<file path="src/rtl/term_pkg.sv">
package term_pkg;
   typedef enum logic [1:0] {
      TS_OFF     = 2'd0,
      TS_WRITE   = 2'd1,
      TS_NOMINAL = 2'd2,
      TS_PARK    = 2'd3
   } term_state_e;
endpackage

</file>
<file path="src/rtl/burst_window.sv">
module burst_window #(
   parameter int LEN = 4
) (
   input  logic clk,
   input  logic rst_n,
   input  logic start,
   output logic active
);
   localparam int CW = $clog2(LEN + 1);
   localparam logic [CW-1:0] LOAD = CW'(LEN);
   localparam logic [CW-1:0] ONE  = CW'(1);

   logic [CW-1:0] cnt_q;

   always_ff @(posedge clk or negedge rst_n) begin
      if (!rst_n)
         cnt_q <= '0;
      else if (start)
         cnt_q <= LOAD;
      else if (cnt_q != '0)
         cnt_q <= cnt_q - ONE;
   end

   assign active = (cnt_q != '0);

   a_r10_open: assert property (@(posedge clk) disable iff (!rst_n)
      start |=> active);
   a_r10_close: assert property (@(posedge clk) disable iff (!rst_n)
      (!start && cnt_q == ONE) |=> !active);
endmodule

</file>
<file path="src/rtl/term_resolve.sv">
module term_resolve
   import term_pkg::*;
#(
   parameter int CODE_W = 3
) (
   input  logic              wr_act,
   input  logic              rd_act,
   input  logic              odt_pin,
   input  logic              self_ref,
   input  logic              dbi_rd_en,
   input  logic              dbi_wr_en,
   input  logic              dm_en,
   input  logic [CODE_W-1:0] nom_code,
   input  logic [CODE_W-1:0] wr_code,
   input  logic [CODE_W-1:0] park_code,
   output term_state_e       sel_state,
   output logic [CODE_W-1:0] sel_code
);
   logic pin_eff;
   logic idle_allowed;

   // pin counts only with a non-zero nominal field and outside self refresh
   assign pin_eff      = odt_pin && (nom_code != '0) && !self_ref;
   assign idle_allowed = !(dbi_rd_en && !(dm_en || dbi_wr_en));

   always_comb begin
      sel_state = TS_OFF;
      sel_code  = '0;
      if (self_ref || rd_act) begin
         sel_state = TS_OFF;
      end else if (wr_act && (wr_code != '0)) begin
         sel_state = TS_WRITE;
         sel_code  = wr_code;
      end else if (pin_eff && idle_allowed) begin
         sel_state = TS_NOMINAL;
         sel_code  = nom_code;
      end else if ((park_code != '0) && idle_allowed) begin
         sel_state = TS_PARK;
         sel_code  = park_code;
      end
   end
endmodule

</file>
<file path="src/rtl/term_select.sv">
module term_select
   import term_pkg::*;
#(
   parameter int CODE_W    = 3,
   parameter int BURST_LEN = 4,
   parameter bit REG_OUT   = 1'b1
) (
   input  logic              clk,
   input  logic              rst_n,
   input  logic [CODE_W-1:0] nom_code,
   input  logic [CODE_W-1:0] wr_code,
   input  logic [CODE_W-1:0] park_code,
   input  logic              odt_pin,
   input  logic              wr_cmd,
   input  logic              rd_cmd,
   input  logic              self_ref,
   input  logic              dbi_rd_en,
   input  logic              dbi_wr_en,
   input  logic              dm_en,
   output logic              term_on,
   output logic [CODE_W-1:0] term_code,
   output logic [1:0]        term_state
);
   localparam int NWIN = 2;

   if (CODE_W < 1)    begin : g_bad_code  $error("CODE_W must be at least 1");    end
   if (BURST_LEN < 1) begin : g_bad_len   $error("BURST_LEN must be at least 1"); end

   logic [NWIN-1:0] win_start;
   logic [NWIN-1:0] win_act;
   assign win_start = {rd_cmd, wr_cmd};

   for (genvar g = 0; g < NWIN; g++) begin : g_win
      burst_window #(.LEN(BURST_LEN)) u_win (
         .clk    (clk),
         .rst_n  (rst_n),
         .start  (win_start[g]),
         .active (win_act[g])
      );
   end

   term_state_e       nxt_state;
   logic [CODE_W-1:0] nxt_code;

   term_resolve #(.CODE_W(CODE_W)) u_resolve (
      .wr_act    (win_act[0]),
      .rd_act    (win_act[1]),
      .odt_pin   (odt_pin),
      .self_ref  (self_ref),
      .dbi_rd_en (dbi_rd_en),
      .dbi_wr_en (dbi_wr_en),
      .dm_en     (dm_en),
      .nom_code  (nom_code),
      .wr_code   (wr_code),
      .park_code (park_code),
      .sel_state (nxt_state),
      .sel_code  (nxt_code)
   );

   if (REG_OUT) begin : g_reg
      logic [1:0]        st_q;
      logic [CODE_W-1:0] cd_q;
      logic              on_q;
      always_ff @(posedge clk or negedge rst_n) begin
         if (!rst_n) begin
            st_q <= 2'(TS_OFF);
            cd_q <= '0;
            on_q <= 1'b0;
         end else begin
            st_q <= 2'(nxt_state);
            cd_q <= nxt_code;
            on_q <= (nxt_state != TS_OFF);
         end
      end
      assign term_state = st_q;
      assign term_code  = cd_q;
      assign term_on    = on_q;

      a_r6_selfref_off: assert property (@(posedge clk) disable iff (!rst_n)
         self_ref |=> (!term_on && term_state == 2'd0));
      a_r2_all_zero: assert property (@(posedge clk) disable iff (!rst_n)
         (nom_code == '0 && wr_code == '0 && park_code == '0) |=> !term_on);
      a_r9_read_off: assert property (@(posedge clk) disable iff (!rst_n)
         win_act[1] |=> term_state == 2'd0);
      a_r3_write_wins: assert property (@(posedge clk) disable iff (!rst_n)
         (win_act[0] && !win_act[1] && !self_ref && wr_code != '0)
            |=> (term_state == 2'd1 && term_code == $past(wr_code)));
      a_r11_off_code: assert property (@(posedge clk) disable iff (!rst_n)
         (term_state == 2'd0) |-> (term_code == '0 && !term_on));
   end else begin : g_comb
      assign term_state = 2'(nxt_state);
      assign term_code  = nxt_code;
      assign term_on    = (nxt_state != TS_OFF);
   end
endmodule

</file>
<file path="config.mk">
export PLATFORM = sky130hd
export DESIGN_NAME = term_select
export DESIGN_NICKNAME = d
export VERILOG_FILES = /design/src/rtl/term_pkg.sv /design/src/rtl/burst_window.sv /design/src/rtl/term_resolve.sv /design/src/rtl/term_select.sv
export SDC_FILE = /design/constraint.sdc
export NUM_CORES = 1
export LEC_CHECK = 0
export ABC_AREA = 1
export BUFFER_PORTS_ARGS = -buffer_cell sky130_fd_sc_hd__buf_2
export CORE_MARGIN = 4
export CORE_UTILIZATION = 47
export DETAILED_ROUTE_END_ITERATION = 10
export GPL_TIMING_DRIVEN = 0
export HOLD_SLACK_MARGIN = 0.02
export PLACE_DENSITY = 0.85
export SYNTH_ARGS = -nofsm -noshare
export SYNTH_HDL_FRONTEND = slang
export SYNTH_HIERARCHICAL = 1
export SYNTH_SLANG_ARGS = --single-unit
</file>
<file path="constraint.sdc">
create_clock -name clk -period 1.8 [get_ports clk]
set_input_delay 0.18 -clock clk [delete_from_list [all_inputs] [get_ports clk]]
set_output_delay 0.18 -clock clk [all_outputs]
set_load 0.05 [all_outputs]
</file>
==> flow_metrics.tcl <==
set metrics [dict create \
    grt_overflow 0 \
    finalSetupTns_ns 0 \
    synth_top_family_by_area "simple AND/OR/NAND/NOR gates" \
    utilization 0.654 \
    ir_worst_vdd_mv 0.554 \
    diodes 0 \
    maxCapViolations 0 \
    track_usage 0.156 \
    cts_buffer_depth 2 \
    cp_max_fo 5 \
    relSlewSlack 0.823 \
    nets 143 \
    status "finished clean" \
    hpwl_um 1170 \
    clkSinkCount 12 \
    syn_area_per_cell_sq_um 7.43 \
    drc 0 \
    muxShareOfSynthArea 0 \
    clkTransAtPathRegs_ns 0.08 \
    num_rows 13 \
    grt_pass1_wl_um 2400 \
    synth.distinct_cells 14 \
    drt_iter0_drc 14 \
    end_kind "flip-flop" \
    fin_worst_skew_ns 0.00270 \
    wl_per_cell_um 10.4 \
    startpoint_type "flip-flop" \
    worst_slew_pin_slew_ns 0.265 \
    hp-class "input port to flip-flop" \
    synth_area_sq_um 683 \
    via_per_inst 4.85 \
    critPathMaxStageDelay_ns 0.38 \
    p_leak_uw 0.000519 \
    finalHoldViolations 0 \
    drtPass1Iterations 4 \
    antenna_found_initial 0 \
    setup_viol 0 \
    htree_levels 1 \
    io_pins 24 \
    path_delay_family "simple AND/OR/NAND/NOR gates" \
    rsz0062_at_grt "no" \
    area.growth.synth_to_final_pct 27.7 \
    grt_max_degree 13 \
    wl_um 1400 \
    synthSimpleGateAreaFrac 0.344 \
    synth_xor_xnor_area_share 0 \
    fin_crit_ns 1.66 \
    clk_latency_ns 0.27 \
    ys_ff_latch 12 \
    synth_compound_gate_area_share 0.0385 \
    power_density_nw_per_um2 1180 \
    placed_area_sq_um 817 \
    fp.dieH_um 46.1 \
    max_freq_mhz 602 \
    cts_tree "yes" \
    numCtsBuffers 3 \
    mostFrequentLayoutCells "25 x nand2_1, 23 x buf_2, 17 x inv_1" \
    gp_congestion 0.734 \
    netlist_instances 92 \
    n_fill_cell 128 \
    crit_slowest_cell "dfrtp_1" \
    dieWidth_um 46.1 \
    grt_pass1_vias 636 \
    cts_setup_buffers 0 \
    yosys_warnings 6 \
    ys_seq_area_frac 0.440 \
    crit_top_cell "nand2_1" \
    ant_nets 0 \
    path_cells "inv_1 > ha_2 > nand2_2 > nand2_1 > nand3_2 > nor2_2 > nand2_1 > a31oi_2 > inv_1 > nand2_1" \
    crit_required_ns 2.01 \
    cts.root.buffer_cell "clkbuf_4" \
    path_class "flip-flop to flip-flop" \
    syn_nets 114 \
    fin_area_sq_um 872 \
    final_common_cell "nand2_1" \
    synthAdderAreaFrac 0.0733 \
    cp_data_arrival_time_ns 1.87 \
    core_area_sq_um 1330 \
    num_vias 655 \
    maxSlewViolCount 0 \
    multi_input_area_sq_um 320 \
    dieArea_sq_um 2130 \
    io_buffers 23 \
    cp_num_buf_inv 2 \
    drive_gt1_frac 0.308 \
    initial_core_util 0.512 \
    post-route-period-util 0.923 \
    regArea_sq_um 300 \
]
per-layer routing:
metal	part of all wire	vias up	routed length [um]	track usage
met5	0	-	0	0
met4	0.012	0	17	0.0852
met3	0.057	2	80	0.0234
met2	0.51	25	712	0.272
met1	0.42	286	587	0.181
li1	-	342	-	-
state kept, by name, indices dropped and copies added, names as in the netlist:
register           count
g_win.u_win/cnt_q      6
term_code              3
term_on                1
term_state             2
tightest hold or removal path, delay by kind of cell:
| kind | cells | cell delay, ns |
|---|---|---|
| buffers and inverters | 1 | 0.08 |
| AND/OR/NAND/NOR | 2 | 0.08 |
what timing repair did:
item | 4_1_cts | 5_1_grt
setup endpoints to repair | 0 | 1
endpoints found under the hold margin | 12 | 0
resized for setup | 0 | 2
hold buffers | 1 | 0
path summary, 6_finish.rpt:
path,start,to,slack (ns),cells past startpoint
hold / removal,rd_cmd,g_win[1].u_win/cnt_q[2],0.11,3
min in group asynchronous,rst_n,term_code[2],0.30,2
setup reg to reg,g_win[0].u_win/cnt_q[0],term_on,0.14,10
max in group asynchronous,rst_n,g_win[1].u_win/cnt_q[1],1.29,2
setup / recovery,g_win[0].u_win/cnt_q[0],term_on,0.14,10
hold reg to reg,g_win[1].u_win/cnt_q[1],g_win[1].u_win/cnt_q[1],0.53,2
through the flow:
stage | setup slack [ns] | total power, uW | hold WS (ns) | instances
3_5_place_dp | 0.115 | 813 | 0.0658 | 130
5_1_grt | 0.0125 | 1110 | 0.118 | 135
2_1_floorplan | 0.381 | 706 | -0.116 | 92
6_report | 0.139 | 1030 | 0.106 | 135
3_3_place_gp | 0.250 | 786 | 0.0618 | 130
4_1_cts | 0.0837 | 1030 | 0.103 | 135
layout make-up:
type,instances,share of cell area
multi-input combinational,61,0.367
sequential,12,0.344
timing repair buffer,24,0.143
inverter,19,0.0818
clock buffer,4,0.0416
tap,15,0.0215
logic make-up (layout without fill, tap and decap cells):
kind of cell / after synthesis / after routing
flip-flops: 12 / 12
AND/OR/NAND/NOR: 52 / 52
AO/OA/AOI/OAI: 5 / 5
buffers and inverters: 19 / 47
adder cells (fa/ha/maj): 4 / 4
report_power, final:
| part | total, uW | leakage, uW | switching, uW | internal (uW) |
|---|---|---|---|---|
| Combinational | 442 | 0.000343 | 295 | 146 |
| Clock | 214 | 0.0000210 | 91.3 | 123 |
| Sequential | 373 | 0.000155 | 34.5 | 339 |
| Total | 1030 | 0.000519 | 421 | 608 |
synthesized netlist by cell type, drive strengths merged:
cell type,instances,area share
a21oi,4,0.029
a31oi,1,0.0092
dfrtp,12,0.44
ha,4,0.073
inv,19,0.10
nand2,28,0.16
nand3,7,0.059
nand3b,1,0.011
nand4,4,0.037
nor2,12,0.073
No activity file was read; power rests on OpenSTA's default activity.
